## src/rtl/uart_sir_pkg.sv

```systemverilog
// Shared types and constants for the serial transceiver.
// Assumes the format register layout fixed in the brief (bit7 down to bit0).
package uart_sir_pkg;

    localparam int DIV_W = 16;

    typedef struct packed {
        logic       flow_en;
        logic       sir_en;
        logic       brk;
        logic       par_even;
        logic       par_en;
        logic       stop_x;
        logic [1:0] len;
    } fmt_t;

    typedef enum logic [2:0] {TX_IDLE, TX_START, TX_DATA, TX_PAR, TX_STOP} tx_state_t;
    typedef enum logic [2:0] {RX_IDLE, RX_START, RX_DATA, RX_PAR, RX_STOP, RX_WAITH} rx_state_t;

    localparam logic [1:0] IID_NONE = 2'd0;
    localparam logic [1:0] IID_LINE = 2'd1;
    localparam logic [1:0] IID_RXD  = 2'd2;
    localparam logic [1:0] IID_THR  = 2'd3;

    localparam logic [2:0] A_DATA = 3'd0;
    localparam logic [2:0] A_IEN  = 3'd1;
    localparam logic [2:0] A_IID  = 3'd2;
    localparam logic [2:0] A_FMT  = 3'd3;
    localparam logic [2:0] A_DIVL = 3'd4;
    localparam logic [2:0] A_DIVH = 3'd5;
    localparam logic [2:0] A_STAT = 3'd6;

    // Mask keeping the low (len+5) bits of a byte.
    function automatic logic [7:0] len_mask(input logic [1:0] len);
        return 8'hFF >> (2'd3 - len);
    endfunction

endpackage

```

## src/rtl/uart_sir_fifo.sv

```systemverilog
// Synchronous first-in first-out queue with a show-ahead read port.
// Assumes DEPTH is a power of two; callers never push when full or pop when empty.
module uart_sir_fifo #(
    parameter int WIDTH = 8,
    parameter int DEPTH = 16
) (
    input  logic                       clk,
    input  logic                       rst_n,
    input  logic                       push,
    input  logic [WIDTH-1:0]           din,
    input  logic                       pop,
    output logic [WIDTH-1:0]           dout,
    output logic [$clog2(DEPTH):0]     count
);
    localparam int AW = $clog2(DEPTH);

    logic [WIDTH-1:0] mem [DEPTH];
    logic [AW-1:0]    wp, rp;

    assign dout = mem[rp];

    // Storage write, no reset needed for the data array.
    always_ff @(posedge clk) begin
        if (push) mem[wp] <= din;
    end

    // Pointer and occupancy tracking.
    always_ff @(posedge clk) begin
        if (!rst_n) begin
            wp    <= '0;
            rp    <= '0;
            count <= '0;
        end else begin
            if (push) wp <= wp + 1'b1;
            if (pop)  rp <= rp + 1'b1;
            count <= count + (AW+1)'(push) - (AW+1)'(pop);
        end
    end

    assert_no_overflow_R6: assert property (@(posedge clk) disable iff (!rst_n)
        !(push && !pop && count == (AW+1)'(DEPTH)));
    assert_no_underflow_R6: assert property (@(posedge clk) disable iff (!rst_n)
        !(pop && count == '0));

endmodule

```

## src/rtl/uart_sir_baud.sv

```systemverilog
// Oversampling tick generator: one-cycle pulse every max(div,1) clocks.
// Assumes div may change at any time; the new value takes effect at the next reload.
module uart_sir_baud #(
    parameter int DW = 16
) (
    input  logic          clk,
    input  logic          rst_n,
    input  logic [DW-1:0] div,
    output logic          tick
);
    logic [DW-1:0] cnt;

    // Down-counter with reload; the tick is registered.
    always_ff @(posedge clk) begin
        if (!rst_n) begin
            cnt  <= '0;
            tick <= 1'b0;
        end else begin
            tick <= (cnt == '0);
            if (cnt == '0) cnt <= (div == '0) ? '0 : div - 1'b1;
            else           cnt <= cnt - 1'b1;
        end
    end
endmodule

```

## src/rtl/uart_sir_tx.sv

```systemverilog
// Frame serializer: start, 5..8 data bits LSB first, optional parity, stop period
// of 16, 24 or 32 ticks; optional break and return-to-zero pulse output.
// Assumes tick is a one-cycle pulse and din is valid whenever has_data is high.
module uart_sir_tx
    import uart_sir_pkg::*;
(
    input  logic       clk,
    input  logic       rst_n,
    input  logic       tick,
    input  fmt_t       fmt,
    input  logic       has_data,
    input  logic       allow,
    input  logic [7:0] din,
    output logic       pop,
    output logic       ser_out,
    output logic       busy
);
    tx_state_t  state;
    logic [4:0] sub;
    logic [2:0] bitn;
    logic [7:0] shreg;
    logic       par_bit;
    logic       line_bit, nrz, pulse;
    logic       bit_end, stop_end, last_bit;
    logic [4:0] stop_last;
    logic [7:0] din_m;

    // Decode of the current bit position and stop length.
    always_comb begin
        stop_last = !fmt.stop_x ? 5'd15 : ((fmt.len == 2'd0) ? 5'd23 : 5'd31);
        bit_end   = (sub[3:0] == 4'hF);
        stop_end  = (sub == stop_last);
        last_bit  = (bitn == (3'd4 + {1'b0, fmt.len}));
        din_m     = din & len_mask(fmt.len);
        pop       = tick && has_data && allow &&
                    (state == TX_IDLE || (state == TX_STOP && stop_end));
    end

    // Line level for the current state, then break and pulse shaping.
    always_comb begin
        case (state)
            TX_START: line_bit = 1'b0;
            TX_DATA:  line_bit = shreg[0];
            TX_PAR:   line_bit = par_bit;
            default:  line_bit = 1'b1;
        endcase
        nrz   = fmt.brk ? 1'b0 : line_bit;
        pulse = !nrz && (sub[3:0] < 4'd3);
    end

    assign busy = (state != TX_IDLE);

    // Frame sequencer, advancing on ticks; output registered.
    always_ff @(posedge clk) begin
        if (!rst_n) begin
            state   <= TX_IDLE;
            sub     <= '0;
            bitn    <= '0;
            shreg   <= '0;
            par_bit <= 1'b0;
            ser_out <= 1'b1;
        end else begin
            ser_out <= fmt.sir_en ? pulse : nrz;
            if (pop) begin
                state   <= TX_START;
                sub     <= '0;
                shreg   <= din_m;
                par_bit <= (^din_m) ^ !fmt.par_even;
            end else if (tick) begin
                case (state)
                    TX_IDLE: sub <= {1'b0, sub[3:0] + 4'd1};
                    TX_START: begin
                        if (bit_end) begin
                            sub   <= '0;
                            bitn  <= '0;
                            state <= TX_DATA;
                        end else sub <= sub + 5'd1;
                    end
                    TX_DATA: begin
                        if (bit_end) begin
                            sub   <= '0;
                            shreg <= shreg >> 1;
                            if (last_bit) state <= fmt.par_en ? TX_PAR : TX_STOP;
                            else          bitn  <= bitn + 3'd1;
                        end else sub <= sub + 5'd1;
                    end
                    TX_PAR: begin
                        if (bit_end) begin
                            sub   <= '0;
                            state <= TX_STOP;
                        end else sub <= sub + 5'd1;
                    end
                    TX_STOP: begin
                        if (stop_end) begin
                            sub   <= '0;
                            state <= TX_IDLE;
                        end else sub <= sub + 5'd1;
                    end
                    default: state <= TX_IDLE;
                endcase
            end
        end
    end

    assert_break_low_R9: assert property (@(posedge clk) disable iff (!rst_n)
        (fmt.brk && !fmt.sir_en) |=> !ser_out);
    assert_sir_pulse_R11: assert property (@(posedge clk) disable iff (!rst_n)
        (fmt.sir_en && sub[3:0] >= 4'd3) |=> !ser_out);

endmodule

```

## src/rtl/uart_sir_rx.sv

```systemverilog
// Frame deserializer: synchronizes the line, optionally stretches return-to-zero
// pulses back into plain levels, samples each bit at mid-point and reports one
// byte with parity, framing and break flags per frame.
// Assumes tick is a one-cycle pulse at 16 times the bit rate.
module uart_sir_rx
    import uart_sir_pkg::*;
(
    input  logic       clk,
    input  logic       rst_n,
    input  logic       tick,
    input  fmt_t       fmt,
    input  logic       line_in,
    output logic       push,
    output logic [7:0] data,
    output logic       perr,
    output logic       ferr,
    output logic       brk
);
    logic       s1, s2, s_prev;
    logic [4:0] hold;
    logic       nrz;
    rx_state_t  state;
    logic [3:0] sub;
    logic [2:0] bitn;
    logic [7:0] shreg;
    logic       par_acc, par_bad, all_zero;
    logic       last_bit;

    // Two-stage synchronizer plus previous value for edge detection.
    always_ff @(posedge clk) begin
        if (!rst_n) begin
            s1     <= 1'b1;
            s2     <= 1'b1;
            s_prev <= 1'b1;
        end else begin
            s1     <= line_in;
            s2     <= s1;
            s_prev <= s2;
        end
    end

    // Pulse stretcher: a rising pulse edge holds the decoded line low for 17 ticks.
    always_ff @(posedge clk) begin
        if (!rst_n || !fmt.sir_en)     hold <= '0;
        else if (s2 && !s_prev)        hold <= 5'd17;
        else if (tick && hold != '0)   hold <= hold - 5'd1;
    end

    assign nrz      = fmt.sir_en ? (hold == '0) : s2;
    assign last_bit = (bitn == (3'd4 + {1'b0, fmt.len}));

    // Receive sequencer with mid-bit sampling.
    always_ff @(posedge clk) begin
        if (!rst_n) begin
            state    <= RX_IDLE;
            sub      <= '0;
            bitn     <= '0;
            shreg    <= '0;
            par_acc  <= 1'b0;
            par_bad  <= 1'b0;
            all_zero <= 1'b1;
            push     <= 1'b0;
            data     <= '0;
            perr     <= 1'b0;
            ferr     <= 1'b0;
            brk      <= 1'b0;
        end else begin
            push <= 1'b0;
            if (tick) begin
                case (state)
                    RX_IDLE: if (!nrz) begin
                        state <= RX_START;
                        sub   <= '0;
                    end
                    RX_START: begin
                        if (sub == 4'd7) begin
                            sub      <= '0;
                            bitn     <= '0;
                            par_acc  <= 1'b0;
                            par_bad  <= 1'b0;
                            all_zero <= 1'b1;
                            state    <= nrz ? RX_IDLE : RX_DATA;
                        end else sub <= sub + 4'd1;
                    end
                    RX_DATA: begin
                        sub <= sub + 4'd1;
                        if (sub == 4'hF) begin
                            shreg    <= {nrz, shreg[7:1]};
                            par_acc  <= par_acc ^ nrz;
                            all_zero <= all_zero & !nrz;
                            if (last_bit) state <= fmt.par_en ? RX_PAR : RX_STOP;
                            else          bitn  <= bitn + 3'd1;
                        end
                    end
                    RX_PAR: begin
                        sub <= sub + 4'd1;
                        if (sub == 4'hF) begin
                            par_bad  <= ((par_acc ^ nrz) != !fmt.par_even);
                            all_zero <= all_zero & !nrz;
                            state    <= RX_STOP;
                        end
                    end
                    RX_STOP: begin
                        sub <= sub + 4'd1;
                        if (sub == 4'hF) begin
                            push  <= 1'b1;
                            data  <= shreg >> (2'd3 - fmt.len);
                            perr  <= par_bad;
                            ferr  <= !nrz;
                            brk   <= !nrz && all_zero;
                            state <= nrz ? RX_IDLE : RX_WAITH;
                        end
                    end
                    RX_WAITH: if (nrz) state <= RX_IDLE;
                    default:  state <= RX_IDLE;
                endcase
            end
        end
    end

    assert_push_after_stop_R2: assert property (@(posedge clk) disable iff (!rst_n)
        push |-> ($past(state) == RX_STOP));

endmodule

```

## src/rtl/uart_sir_core.sv

```systemverilog
// Top level: register bus decode, queues, tick generator, transmitter, receiver,
// line status flags, flow control and prioritized interrupt ident.
// Assumes bus_sel is a one-cycle strobe; reads of data and status have side effects.
module uart_sir_core
    import uart_sir_pkg::*;
#(
    parameter int DEPTH   = 16,
    parameter int RTS_GAP = 2
) (
    input  logic       clk,
    input  logic       rst_n,
    input  logic       bus_sel,
    input  logic       bus_wr,
    input  logic [2:0] bus_addr,
    input  logic [7:0] bus_wdata,
    output logic [7:0] bus_rdata,
    output logic       irq,
    input  logic       ser_in,
    output logic       ser_out,
    input  logic       cts_n,
    output logic       rts_n
);
    localparam int         AW        = $clog2(DEPTH);
    localparam logic [AW:0] FULL_CNT  = (AW+1)'(DEPTH);
    localparam logic [AW:0] RTS_LEVEL = (AW+1)'(DEPTH - RTS_GAP);

    fmt_t             fmt;
    logic [2:0]       ien;
    logic [DIV_W-1:0] div;
    logic             tick;
    logic             wr_en, rd_en;
    logic             ovr_f, perr_f, ferr_f, brk_f, err_any;
    logic             cts_s1, cts_s2;
    logic [AW:0]      tx_cnt, rx_cnt;
    logic [7:0]       tx_dout, rx_dout;
    logic             tx_push, tx_pop, tx_busy, tx_empty;
    logic             rx_push_raw, rx_push, rx_pop, rx_empty, rx_full;
    logic [7:0]       rx_data;
    logic             rx_perr, rx_ferr, rx_brk;
    logic [1:0]       iid;
    logic [7:0]       stat;

    assign wr_en    = bus_sel && bus_wr;
    assign rd_en    = bus_sel && !bus_wr;
    assign tx_empty = (tx_cnt == '0);
    assign rx_empty = (rx_cnt == '0);
    assign rx_full  = (rx_cnt == FULL_CNT);
    assign tx_push  = wr_en && bus_addr == A_DATA && tx_cnt != FULL_CNT;
    assign rx_pop   = rd_en && bus_addr == A_DATA && !rx_empty;
    assign rx_push  = rx_push_raw && !rx_full;
    assign err_any  = ovr_f | perr_f | ferr_f | brk_f;

    // Control register writes.
    always_ff @(posedge clk) begin
        if (!rst_n) begin
            fmt <= fmt_t'(8'h03);
            ien <= '0;
            div <= '0;
        end else if (wr_en) begin
            case (bus_addr)
                A_IEN:  ien       <= bus_wdata[2:0];
                A_FMT:  fmt       <= fmt_t'(bus_wdata);
                A_DIVL: div[7:0]  <= bus_wdata;
                A_DIVH: div[15:8] <= bus_wdata;
                default: ;
            endcase
        end
    end

    // Sticky line error flags, cleared by a status read; a new event wins.
    always_ff @(posedge clk) begin
        if (!rst_n) begin
            {ovr_f, perr_f, ferr_f, brk_f} <= '0;
        end else begin
            logic clr;
            clr    = rd_en && bus_addr == A_STAT;
            ovr_f  <= (rx_push_raw && rx_full) | (ovr_f  & !clr);
            perr_f <= (rx_push_raw && rx_perr) | (perr_f & !clr);
            ferr_f <= (rx_push_raw && rx_ferr) | (ferr_f & !clr);
            brk_f  <= (rx_push_raw && rx_brk)  | (brk_f  & !clr);
        end
    end

    // Clear-to-send synchronizer and request-to-send threshold.
    always_ff @(posedge clk) begin
        if (!rst_n) begin
            cts_s1 <= 1'b1;
            cts_s2 <= 1'b1;
            rts_n  <= 1'b0;
        end else begin
            cts_s1 <= cts_n;
            cts_s2 <= cts_s1;
            rts_n  <= fmt.flow_en && (rx_cnt >= RTS_LEVEL);
        end
    end

    // Interrupt cause selection in fixed priority order.
    always_comb begin
        if (ien[2] && err_any)         iid = IID_LINE;
        else if (ien[0] && !rx_empty)  iid = IID_RXD;
        else if (ien[1] && tx_empty)   iid = IID_THR;
        else                           iid = IID_NONE;
        irq  = (iid != IID_NONE);
        stat = {1'b0, tx_empty && !tx_busy, tx_empty, brk_f, ferr_f, perr_f, ovr_f, !rx_empty};
    end

    // Read data multiplexer.
    always_comb begin
        case (bus_addr)
            A_DATA:  bus_rdata = rx_empty ? 8'h00 : rx_dout;
            A_IEN:   bus_rdata = {5'b0, ien};
            A_IID:   bus_rdata = {6'b0, iid};
            A_FMT:   bus_rdata = fmt;
            A_DIVL:  bus_rdata = div[7:0];
            A_DIVH:  bus_rdata = div[15:8];
            A_STAT:  bus_rdata = stat;
            default: bus_rdata = 8'h00;
        endcase
    end

    uart_sir_baud #(.DW(DIV_W)) u_baud (
        .clk(clk), .rst_n(rst_n), .div(div), .tick(tick)
    );

    uart_sir_fifo #(.WIDTH(8), .DEPTH(DEPTH)) u_txq (
        .clk(clk), .rst_n(rst_n), .push(tx_push), .din(bus_wdata),
        .pop(tx_pop), .dout(tx_dout), .count(tx_cnt)
    );

    uart_sir_fifo #(.WIDTH(8), .DEPTH(DEPTH)) u_rxq (
        .clk(clk), .rst_n(rst_n), .push(rx_push), .din(rx_data),
        .pop(rx_pop), .dout(rx_dout), .count(rx_cnt)
    );

    uart_sir_tx u_tx (
        .clk(clk), .rst_n(rst_n), .tick(tick), .fmt(fmt),
        .has_data(!tx_empty), .allow(!fmt.flow_en || !cts_s2), .din(tx_dout),
        .pop(tx_pop), .ser_out(ser_out), .busy(tx_busy)
    );

    uart_sir_rx u_rx (
        .clk(clk), .rst_n(rst_n), .tick(tick), .fmt(fmt), .line_in(ser_in),
        .push(rx_push_raw), .data(rx_data), .perr(rx_perr), .ferr(rx_ferr), .brk(rx_brk)
    );

    assert_cts_gate_R7: assert property (@(posedge clk) disable iff (!rst_n)
        tx_pop |-> (!fmt.flow_en || !cts_s2));
    assert_line_first_R12: assert property (@(posedge clk) disable iff (!rst_n)
        (ien[2] && err_any) |-> (iid == IID_LINE && irq));

endmodule

```

## config.mk

```make
export PLATFORM = sky130hd
export DESIGN_NAME = uart_sir_core
export DESIGN_NICKNAME = d
export VERILOG_FILES = /design/src/rtl/uart_sir_pkg.sv /design/src/rtl/uart_sir_fifo.sv /design/src/rtl/uart_sir_baud.sv /design/src/rtl/uart_sir_tx.sv /design/src/rtl/uart_sir_rx.sv /design/src/rtl/uart_sir_core.sv
export SDC_FILE = /design/constraint.sdc
export NUM_CORES = 1
export LEC_CHECK = 0
export ABC_AREA = 1
export BUFFER_PORTS_ARGS = -buffer_cell sky130_fd_sc_hd__buf_4
export CELL_PAD_IN_SITES_DETAIL_PLACEMENT = 1
export CELL_PAD_IN_SITES_GLOBAL_PLACEMENT = 2
export CORE_ASPECT_RATIO = 1.4
export CORE_MARGIN = 3
export CORE_UTILIZATION = 35
export DETAILED_ROUTE_END_ITERATION = 10
export PLACE_DENSITY_LB_ADDON = 0.1
export RECOVER_POWER = 25
export SYNTH_ARGS = -nofsm -noshare
export SYNTH_HDL_FRONTEND = slang
export SYNTH_SLANG_ARGS = --single-unit
```

## constraint.sdc

```tcl
create_clock -name clk -period 2.8 [get_ports clk]
set_input_delay 0.14 -clock clk [delete_from_list [all_inputs] [get_ports clk]]
set_output_delay 0.14 -clock clk [all_outputs]
set_load 0.02 [all_outputs]
```

# == Word level (Yosys, flattened, before mapping) ==
# Memory sizes are Yosys's and may differ from the RTL's. A register that Yosys moved wholly into a read port is not among the register bits.
# Cells that the tools add are included.
# word_totals
reg_bits,139
latchBits,0
ramBits,256
mem_bits_ro,0
inputBits,17
output_inout_bits,11
elab_cells,293
memories,2
# memory_table
memory,depth,width,read_ports,rd_clocked_by_memory_dff,wr,line_no,text
u_rxq.mem,16,8,1,1,1,uart_sir_fifo.sv:17,logic [WIDTH-1:0] mem [DEPTH];
u_txq.mem,16,8,1,1,1,uart_sir_fifo.sv:17,
# op_classes
n_addsub,18
multipliers,0
n_div,0
n_lt_le_gt_ge,2
n_eq_ne,45
n_shift,2
n_mux,69
n_bitwise,18
reduce_logical,88
# op_table
op,n
2-to-1 mux 3 bit,20
one-hot mux 8 bit (7 select lines),1
2-to-1 mux 8 bit,5
zero test 16 bit,2
2-to-1 mux 16 bit,2
"subtractor 16 x 1 -> 16 bit, second input constant",2
2-to-1 mux 4 bit,7
logical AND 1 bit,25
2-to-1 mux 5 bit,5
"adder 4 x 1 -> 4 bit, second input constant",6
"!= test 2 x 1 -> 1 bit, second input constant",12
"== test 3 x 2 -> 1 bit, second input constant",6
"== test 3 bit, second input constant",6
one-hot mux 3 bit (6 select lines),1
nonzero test 2 bit,9
zero test 5 bit,3
2-to-1 mux 1 bit,15
"!= test 3 x 2 -> 1 bit, second input constant",5
one-hot mux 3 bit (5 select lines),1
one-hot mux 5 bit (3 select lines),1
AND reduction 3 bit,5
zero test 1 bit,14
AND reduction 7 bit,2
one-hot mux 3 bit (2 select lines),2
42 further kinds,85

# == Logic depth before layout (Yosys ltp) ==
# Gate-level depths: netlist (run 1).
# depth
ltp_word,9
depth_mapped,20
depth_no_buf,18

# == By module ==
# From an unflattened synthesis (run 1), not the netlist that was laid out.
# unflattened
cells_unflattened,2345
hier_area_um2,19730.2
# modules_own_cells
mod,instances,cells_per_inst,area_each_um2,seq_area_each_um2
uart_sir_fifo,2,629,6349.8,4184.0
uart_sir_rx,1,305,2145.8,820.8
uart_sir_core,1,265,1764.2,680.7
uart_sir_tx,1,248,1600.3,420.4
uart_sir_baud,1,269,1520.2,340.3

# == Least setup slack after synthesis (run 1) ==
# No wires, ideal clock.
# synth_timing
kind,register -> register
startpoint,reg u_txq.count[3]
endpoint,reg u_txq.count[4]
setup_ns,0.070
arrival_ns,2.555
setup_slack_ns,0.175
stages_incl_launch_ff,18
n_path_buf,1
synth_period_minus_slack_ns,2.625
path_cell_list,dfxtp_1 inv_1 ha_1 inv_1 nor4_1 inv_1 nand2_1 a21oi_4 buf_6 ha_1 inv_1 ha_1 fa_1 nand2_1 a21oi_1 nor2_1 o21ai_0 a21oi_1
# synth_via
elab_chain_cells,6
elab_cells_between_ends,9
classes_between,2 x add/sub; 1 x eq/ne; 6 x reduce/logical
# synth_rtl
element,line_no,text
start: declaration,uart_sir_fifo.sv:13,output logic [$clog2(DEPTH):0] count
start signal: assignment,uart_sir_fifo.sv:36,count <= count + (AW+1)'(push) - (AW+1)'(pop);
branches (longest 5 deep; another with adder 5 x 1 -> 5 bit),--,
subtractor 5 x 1 -> 5 bit *,uart_sir_fifo.sv:36,
# Every way passes the cells marked *.
# A chain may end at the register's enable or synchronous reset.

==> flow_summary.toml, run 1 <==
[routing]
drc_errors = 0
totalWireLength_mm = 54.5
antenna_left = 0
dr.pass1.iters = 5
wl_per_cell_um = 20.5
vias = 13600
first_iter_violations = 590
via_per_inst = 5.11

[sta]
drv_slew = 0
fin_crit_ns = 2.66
max_slew.worst_pin.slew_ns = 1.48
finalSetupViolCount = 0
fmax_mhz = 375
fin_hold_ws_ns = 0.163
period_share_pct = 95.2
hold_viol_final = 0
skew_ns = 0.0123
max_slew_margin_pct = 1.43

[floorplanning]
rows = 97
die_y_um = 274
start_util_pct = 35.6
die_w_um = 198
core_area_um2 = 50500
io_pins = 28
die_area_um2 = 54200

[clock_tree]
cts_htree_levels = 2
cts_sinks = 403
root_buffer = "clkbuf_16"
clk_pin_slew_ns = 0.06
cts_buffers = 43
cts_max_path_buffers = 3
clk_latency_ns = 0.57
cts_tree = "yes"

[logic_synthesis]
synth_async_sr_flop_share_pct = 0
yosys_warnings = 0
yosys.area.top_type = "edfxtp_1"
yosys-top-cells-area = "edfxtp_1, dfxtp_1, nand2_1"
syn_inst = 1894
netlist.area_leader.share_pct = 42.7
ys_types = 57
avgSynthCellArea_um2 = 9.50
seq_area_frac_synth_pct = 59.1
synth_edf_count = 256
synth_flop_cell = "edfxtp_1"
synth_area_um2 = 18000
synth_nets = 1948
synth_seq_cells = 403

[pwr]
power_frac_seq_pct = 45.6
clkPwrFrac_pct = 40.7
peakVddDrop_uv = 448
p_int_mw = 10.6
switching_share_pct = 26.5
combPwrFrac_pct = 13.7
switchingPower_mw = 3.81
p_per_area_nw_per_um2 = 686
p_leak_nw = 8.00

[final_layout]
nFillCells = 5743
antenna_cells = 0
num-nets-final = 2041
drive_above_1_share_pct = 11.1
final_cells = 2663
syn2layout_area_growth_pct = 16.6
final_cell_mix = "nand2_1, edfxtp_1, nor2_1"
mostFrequentLayoutCell = "nand2_1"

[critical_path]
worstSetupPathType = "flip-flop to output pin"
path_max_fanout = 32
end_kind = "output pin"
cp.required_ns = 2.66
startpoint_type = "flip-flop"
arrival_ns = 2.52

[placed_design]
place_inst = 2570
gp_congestion = 0.817
numPortBuffers = 27
hpwl_mm = 37.5

[global_route]
grt_usage_pct = 20.4
antenna_found_initial = 1
grt_max_degree = 71
grt_pass1_wl_mm = 84.2
grt_pass1_vias = 14400
overflow = 0

[run_status]
status = "finished, final reports clean"

[job]
drv_cap = 0

[min_path]
min_path_type = "input pin to flip-flop"
==> Yosys cell counts (3+ instances only) <==
cell type	n
mux2_2	6
xor2_1	24
edfxtp_1	256
o21ai_0	160
ha_1	35
nor3_1	21
a21oi_1	121
nand3_1	122
a22oi_1	4
o211ai_1	14
nor4_1	8
buf_6	6
nor3_2	5
mux2i_1	3
a211oi_1	7
buf_2	22
nand4_1	13
nand2_1	321
dfxtp_1	147
inv_2	8
o21ai_1	16
nor2_2	7
or2_2	9
o221ai_1	24
buf_1	3
a31oi_1	7
clkbuf_1	40
inv_1	200
xnor2_1	7
o21ai_2	3
o22ai_1	18
nor2_1	222
==> area by class of cell <==
cell class                      count  area, um2  share of cell area (%)
Tap cell                          643        805                    3.84
Timing Repair Buffer              121       1040                    4.98
Inverter                          210        795                    3.79
Clock buffer                       55       1210                    5.78
Sequential cell                   403      10600                    50.7
Multi-Input combinational cell   1208       6250                    29.8
Clock inverter                     23        231                    1.10
==> cell families (layout without fill, tap and decap cells) <==
group           after synthesis  count (layout)  synth area share, %
buf+inv                     283             409                 6.35
fa+ha+maj                    37              37                 2.66
simple gates                740             740                 17.5
xor+xnor                     31              31                 1.51
mux                           9               9                0.543
flops                       403             403                 59.1
compound gates              391             391                 12.3
==> critical path, stage by stage (launching register included) <==
cell	delay (ns)
dfxtp_4	0.37
buf_12	0.13
bufbuf_16	0.30
o21ai_0	0.17
o22ai_1	0.10
o211ai_1	0.27
nand2_1	0.16
nand2_1	0.08
nand4_1	0.17
buf_6	0.19
==> final timing paths <==
check                 startpoint              to  slack, ns  cells past startpoint
hold reg to reg          u_rx.s1         u_rx.s2       0.41                      1
setup / recovery       flip-flop    bus_rdata[1]       0.14                      9
setup reg to reg  u_txq.count[3]  u_txq.count[4]       0.23                     16
hold / removal           bus_sel          perr_f       0.16                      6
==> power groups by stage <==
| stage | sequential, mW | clock [mW] | combinational, mW |
|---|---|---|---|
| after detailed placement | 6.69 | 0 | 1.96 |
| after floorplan | 6.66 | 0 | 1.31 |
| after global placement | 6.68 | 0 | 1.92 |
| final | 6.57 | 5.85 | 1.97 |
| after CTS | 6.56 | 6.04 | 1.99 |
| after global routing | 6.58 | 6.25 | 2.23 |
==> registers in the layout, summed over array words and instances (netlist names), 3 cells and up, named ones only <==
signal / count
u_rxq.mem: 128
u_txq.mem: 128
div: 16
u_baud.cnt: 16
fmt: 8
u_rx.data: 8
u_rx.shreg: 8
u_tx.shreg: 8
u_rx.hold: 5
u_rxq.count: 5
u_tx.sub: 5
u_txq.count: 5
u_rx.sub: 4
u_rxq.rp: 4
u_rxq.wp: 4
u_txq.rp: 4
u_txq.wp: 4
ien: 3
u_rx.bitn: 3
u_rx.state: 3
u_tx.bitn: 3
u_tx.state: 3
==> metal layers <==
metal,vias to the layer above,track usage [%],wire [um]
met5,-,0,0
met4,0,7.16,1660
met3,83,2.78,1610
met2,185,37.1,28300
met1,6681,24.5,22900
li1,6652,-,-
==> what timing repair did <==
action | 4_1_cts | 5_1_grt
hold buffers | 11 | 0
resized for setup | 7 | 13
endpoints found under the setup margin | 2 | 9
buffers inserted | 2 | 1
hold endpoints to repair | 150 | 0
gates cloned | 1 | 0
pin swaps | 0 | 2
==> per-stage QoR <==
stage	util [%]	area, um2	total power [mW]	setup slack, ns	setup TNS [ns]
after floorplan	-	18000	7.96	0.175	0
final	41.5	21000	14.4	0.135	0
after global routing	41.5	21000	15.1	-0.00257	-0.00257
after detailed placement	38.2	19300	8.65	0.129	0
after global placement	38.2	19300	8.61	0.133	0
after CTS	41.5	20900	14.6	0.0162	0
(Power assumes the default switching activity.)
==> inputs of run 2 (changes only) <==
ABC_AREA = default   (was 1)
==> flow_summary.toml, run 2 <==
[final_layout]
drive_above_1_share_pct = 21.8
nFillCells = 5020
multi_input_area_um2 = 6510
final_cell_mix = "edfxtp_1, nor2_1, dfxtp_1"
num-nets-final = 1503
mostFrequentLayoutCell = "edfxtp_1"
reg_top3 = "u_rxq.mem x128, u_txq.mem x128"
antenna_cells = 0
syn2layout_area_growth_pct = 20.3
seq_area_um2 = 10600

[floorplanning]
die_w_um = 194
die_y_um = 270
start_util_pct = 35.4
die_area_um2 = 52500
io_pins = 28
rows = 96
core_area_um2 = 49100

[critical_path]
critPathTopFamily = "multiplexers"
critPathBufInv = 2
reg2reg_from = "u_txq.count[3]"
critPathSlowestCell = "mux4_2"
r2r_slack_ns = 0.01
cp.required_ns = 2.66
r2r.worst_path.cells = 14
path_cells = "buf_12, mux4_2, mux4_2, a22oi_2, nor2_2, a311oi_2, a21oi_2, buf_6"
r2r-end = "u_txq.count[4]"
path_max_fanout = 5
arrival_ns = 2.74
critPathMaxStageDelay_ns = 0.51
crit_top_cell = "mux4_2"
worstSetupPathType = "flip-flop to output pin"
crit_path_end = "bus_rdata[3]"
startpoint_type = "flip-flop"
cp.depth = 8
end_kind = "output pin"

[routing]
vias = 10900
antenna_left = 0
via_per_inst = 5.14
drc_errors = 0
wl_per_cell_um = 22.0
totalWireLength_mm = 46.8
first_iter_violations = 416
dr.pass1.iters = 4

[sta]
drv_slew = 0
finalSetupViolCount = 1
period_share_pct = 103
fin_hold_ws_ns = 0.109
max_slew.worst_pin.slew_ns = 1.34
fin_crit_ns = 2.88
max_slew_margin_pct = 10.6
skew_ns = 0.0247
fmax_mhz = 347
rsz0062_at_grt = "true"
fin_ws_ns = -0.0813
hold_viol_final = 0

[global_route]
antenna_found_initial = 0
grt_usage_pct = 17.8
overflow = 0
grt_pass1_vias = 11700
grt_max_degree = 47
grt_pass1_wl_mm = 72.0

[clock_tree]
cts_htree_levels = 2
cts_sinks = 403
cts_tree = "yes"
clk_latency_ns = 0.58
cts_buffers = 43
cts_max_path_buffers = 3
clk_pin_slew_ns = 0.06
root_buffer = "clkbuf_16"

[logic_synthesis]
avgSynthCellArea_um2 = 13.2
ys_types = 66
netlist.area_leader.share_pct = 44.2
synth_area_um2 = 17400
synthTopCellsByCount = "edfxtp_1, nor2_1, dfxtp_1, nand2_1, mux2i_1"
yosys.area.top_type = "edfxtp_1"
synth_async_sr_flop_share_pct = 0
synth_seq_cells = 403
seq_area_frac_synth_pct = 61.1
synth_nets = 1376
synth_most_common_cell = "edfxtp_1"
syn_inst = 1322
yosys-top-cells-area = "edfxtp_1, dfxtp_1, mux4_2"
synth_flop_cell = "edfxtp_1"
yosys_warnings = 0
synth_edf_count = 256

[pwr]
switchingPower_mw = 3.53
clkPwrFrac_pct = 42.9
p_int_mw = 10.7
switching_share_pct = 24.8
p_leak_nw = 7.31
combPwrFrac_pct = 11.3
peakVddDrop_uv = 671
p_per_area_nw_per_um2 = 682
fin_total_pwr_mw = 14.3
power_frac_seq_pct = 45.8

[min_path]
holdCritStartpoint = "bus_sel"
min_path_type = "input pin to flip-flop"

[job]
drv_cap = 0

[placed_design]
numPortBuffers = 27
hpwl_mm = 32.9
gp_congestion = 0.749

[run_status]
violations = "setup timing"
status = "complete, but fails checks"
-- run 2: changes by cell type after synthesis, moves of 14 or more --
cell,delta
mux2i_1,+70
a21oi_1,-68
o21ai_1,-14
buf_2,-19
o22ai_1,-15
nor2_1,-49
mux4_2,+68
o21ai_0,-131
o221ai_1,-20
xnor2_1,+26
nand2b_1,+19
inv_1,-158
nand2_1,-244
nand3_1,-95
-- run 2: final cells by class --
cell class | instances | area share (%)
Tap cell | 637 | 3.81
Clock buffer | 53 | 5.63
Sequential cell | 403 | 50.8
Clock inverter | 27 | 1.71
Timing Repair Buffer | 148 | 6.11
Multi-Input combinational cell | 809 | 31.1
Inverter | 44 | 0.825
-- run 2: logic make-up (layout without fill, tap and decap cells) --
group	Yosys count	count (layout)	synth area share, %
AOI/OAI and AO/OA	167	167	6.27
muxes	148	148	13.5
and+or+nand+nor	398	398	10.6
buffers and inverters	110	272	2.66
DFF	403	403	61.1
xor gates and xnor gates	59	59	3.17
adders and majority gates	37	37	2.75
-- run 2: worst min-delay path, cell delays in order --
cell	delay [ns]
buf_4	0.15
nand4b_1	0.18
a22oi_1	0.09
nor2_1	0.08
-- run 2: power by group through the flow --
stage | sequential [mW] | clock [mW] | combinational, mW
floorplan | 6.62 | 0 | 1.06
global placement | 6.65 | 0 | 1.54
detailed placement | 6.66 | 0 | 1.55
CTS | 6.53 | 6.33 | 1.59
global route | 6.54 | 6.58 | 1.81
finish | 6.53 | 6.12 | 1.62
-- run 2: layer usage --
metal  GRT usage [%]  part of all wire (%)
met1            20.4                    40
met2            34.1                    56
met3            2.13                   2.0
met4            5.52                   2.3
met5               0                     0
-- run 2: per-stage QoR --
step	instances	util [%]	TNS [ns]	cell area, um2	worst slack [ns]
5_1_grt	2121	42.6	-0.665	20900	-0.191
6_report	2121	42.6	-0.0813	20900	-0.0813
3_3_place_gp	2022	38.5	-0.0922	18900	-0.0922
2_1_floorplan	1322	-	-0.0527	17400	-0.0527
4_1_cts	2116	42.1	-1.05	20700	-0.197
3_5_place_dp	2022	38.5	-0.103	18900	-0.0876
-- run 2: worst min-delay path by stage --
stage                                  to  cells past startpoint
after floorplan           u_txq.mem[0][0]                      0
after global placement            u_rx.s1                      2
after detailed placement          u_rx.s1                      2
after CTS                           ovr_f                      4
after global routing                brk_f                      4
final                              ferr_f                      4
-- run 2: what timing repair did --
item	CTS	global route
setup endpoints to repair	10	11
buffers inserted	1	3
gates resized for setup	15	47
pin swaps	2	4
cloned	0	2
hold endpoints to repair	158	0
hold buffers	13	0
==> inputs of run 3 (changes only) <==
BUFFER_PORTS_ARGS = -buffer_cell sky130_fd_sc_hd__buf_2   (was -buffer_cell sky130_fd_sc_hd__buf_4)
==> flow_summary.toml, run 3 (synthesis gave the netlist of run 2 again) <==
[routing]
first_iter_violations = 391
wl_per_cell_um = 22.1
dr.pass1.iters = 4
vias = 10900
totalWireLength_mm = 46.9
antenna_left = 0
drc_errors = 0
via_per_inst = 5.13

[sta]
fin_ws_ns = -0.0709
max_slew_margin_pct = 17.6
drv_slew = 0
fin_crit_ns = 2.87
fmax_mhz = 348
skew_ns = 0.0417
period_share_pct = 103
hold_viol_final = 0
fin_hold_ws_ns = 0.0503
finalSetupViolCount = 6
max_slew.worst_pin.slew_ns = 1.24
rsz0062_at_grt = "true"

[final_layout]
final_cell_mix = "edfxtp_1, nor2_1, dfxtp_1"
num-nets-final = 1509
syn2layout_area_growth_pct = 19.6
antenna_cells = 0
reg_top3 = "u_rxq.mem x128, u_txq.mem x128"
design_area_um2 = 20800
final_cells = 2127
mostFrequentLayoutCell = "edfxtp_1"
drive_above_1_share_pct = 21.9

[global_route]
grt_pass1_wl_mm = 72.2
grt_usage_pct = 17.8
grt_pass1_vias = 11800
antenna_found_initial = 0
grt_max_degree = 59
overflow = 0

[floorplanning]
io_pins = 28
start_util_pct = 35.4
die_area_um2 = 52500
die_y_um = 270
core_area_um2 = 49100
rows = 96
die_w_um = 194

[clock_tree]
cts_tree = "yes"
root_buffer = "clkbuf_16"
cts_buffers = 43
cts_htree_levels = 2
cts_sinks = 403
clk_latency_ns = 0.59
cts_max_path_buffers = 3
clk_pin_slew_ns = 0.06

[pwr]
combPwrFrac_pct = 11.4
peakVddDrop_uv = 508
p_leak_nw = 7.30
switching_share_pct = 24.6
switchingPower_mw = 3.48
p_int_mw = 10.7
p_per_area_nw_per_um2 = 681
power_frac_seq_pct = 46.1
clkPwrFrac_pct = 42.5

[min_path]
holdCritStartpoint = "rst_n"
min_path_type = "input pin to flip-flop"
hold_depth = 2

[placed_design]
gp_congestion = 0.768
hpwl_mm = 32.8
place_area_um2 = 18900
place_inst = 2021
numPortBuffers = 27

[critical_path]
startpoint_type = "flip-flop"
cp.required_ns = 2.66
reg2reg_from = "fmt[0]"
path_max_fanout = 16
end_kind = "output pin"
worstSetupPathType = "flip-flop to output pin"
arrival_ns = 2.73
r2r.worst_path.cells = 14

[run_status]
status = "complete, but fails checks"
violations = "setup timing"

[job]
drv_cap = 0
## run 3: changes by cell type in the layout (fill, tap and decap cells not counted), moves of 3 or more
cell / change
inv_6: -3
o221ai_4: -4
buf_4: +5
buf_12: -3
dlygate4sd3_1: -6
o221ai_2: +4
clkbuf_16: -3
buf_2: +12
clkinv_4: -4
clkbuf_1: +6
## run 3: cell type report
| type | instances | area [um2] |
|---|---|---|
| timing repair buffer | 154 | 1230 |
| clock buffer | 58 | 1180 |
| fill | 5043 | 28300 |
| sequential | 403 | 10600 |
| tap | 637 | 797 |
| multi-input combinational | 809 | 6470 |
| inverter | 44 | 170 |
| clock inverter | 22 | 319 |
## run 3: stage by stage
stage          utilization, %  setup TNS [ns]  setup WS (ns)  power, mW
2_1_floorplan               -         -0.0527        -0.0527       7.68
3_3_place_gp             38.4        -0.00572       -0.00572       8.17
3_5_place_dp             38.4          -0.133        -0.0832       8.19
4_1_cts                  41.8           -1.02         -0.222       14.3
5_1_grt                  42.3           -1.29         -0.183       14.8
6_report                 42.3          -0.267        -0.0709       14.2
## run 3: worst paths after layout
| path | to | slack [ns] |
|---|---|---|
| setup reg to reg | u_txq.count[4] | 0.04 |
| setup / recovery | bus_rdata[2] | -0.07 |
| hold reg to reg | u_rx.s2 | 0.41 |
| hold / removal | u_rx.s2 | 0.05 |
## run 3: routing by layer
layer	share of wire (%)	track usage, %	vias up	wire [um]
li1	-	-	5173	-
met1	39	20.6	5540	18400
met2	56	33.9	133	26100
met3	3.0	2.88	63	1390
met4	2.1	4.69	0	980
met5	0	0	-	0
## run 3: critical path, stage by stage, from the launching register on
cell and delay, ns:
dfxtp_2 0.34, buf_12 0.13, buf_16 0.16, buf_6 0.13
mux4_2 0.50, mux4_2 0.47, inv_1 0.08, o21ai_0 0.12
buf_2 0.20
## run 3: timing repair
item	4_1_cts	5_1_grt
endpoints found under the hold margin	79	0
hold buffers	7	0
buffers inserted	5	14
resized for setup	20	37
pin swaps	5	10
endpoints found under the setup margin	10	11
## run 3: power by group through the flow
stage                     registers [mW]  logic [mW]  clock network, mW
after floorplan                     6.62        1.06                  0
after global placement              6.65        1.52                  0
after detailed placement            6.65        1.54                  0
after CTS                           6.53        1.58               6.23
after global routing                6.55        1.82               6.46
final                               6.53        1.61               6.02
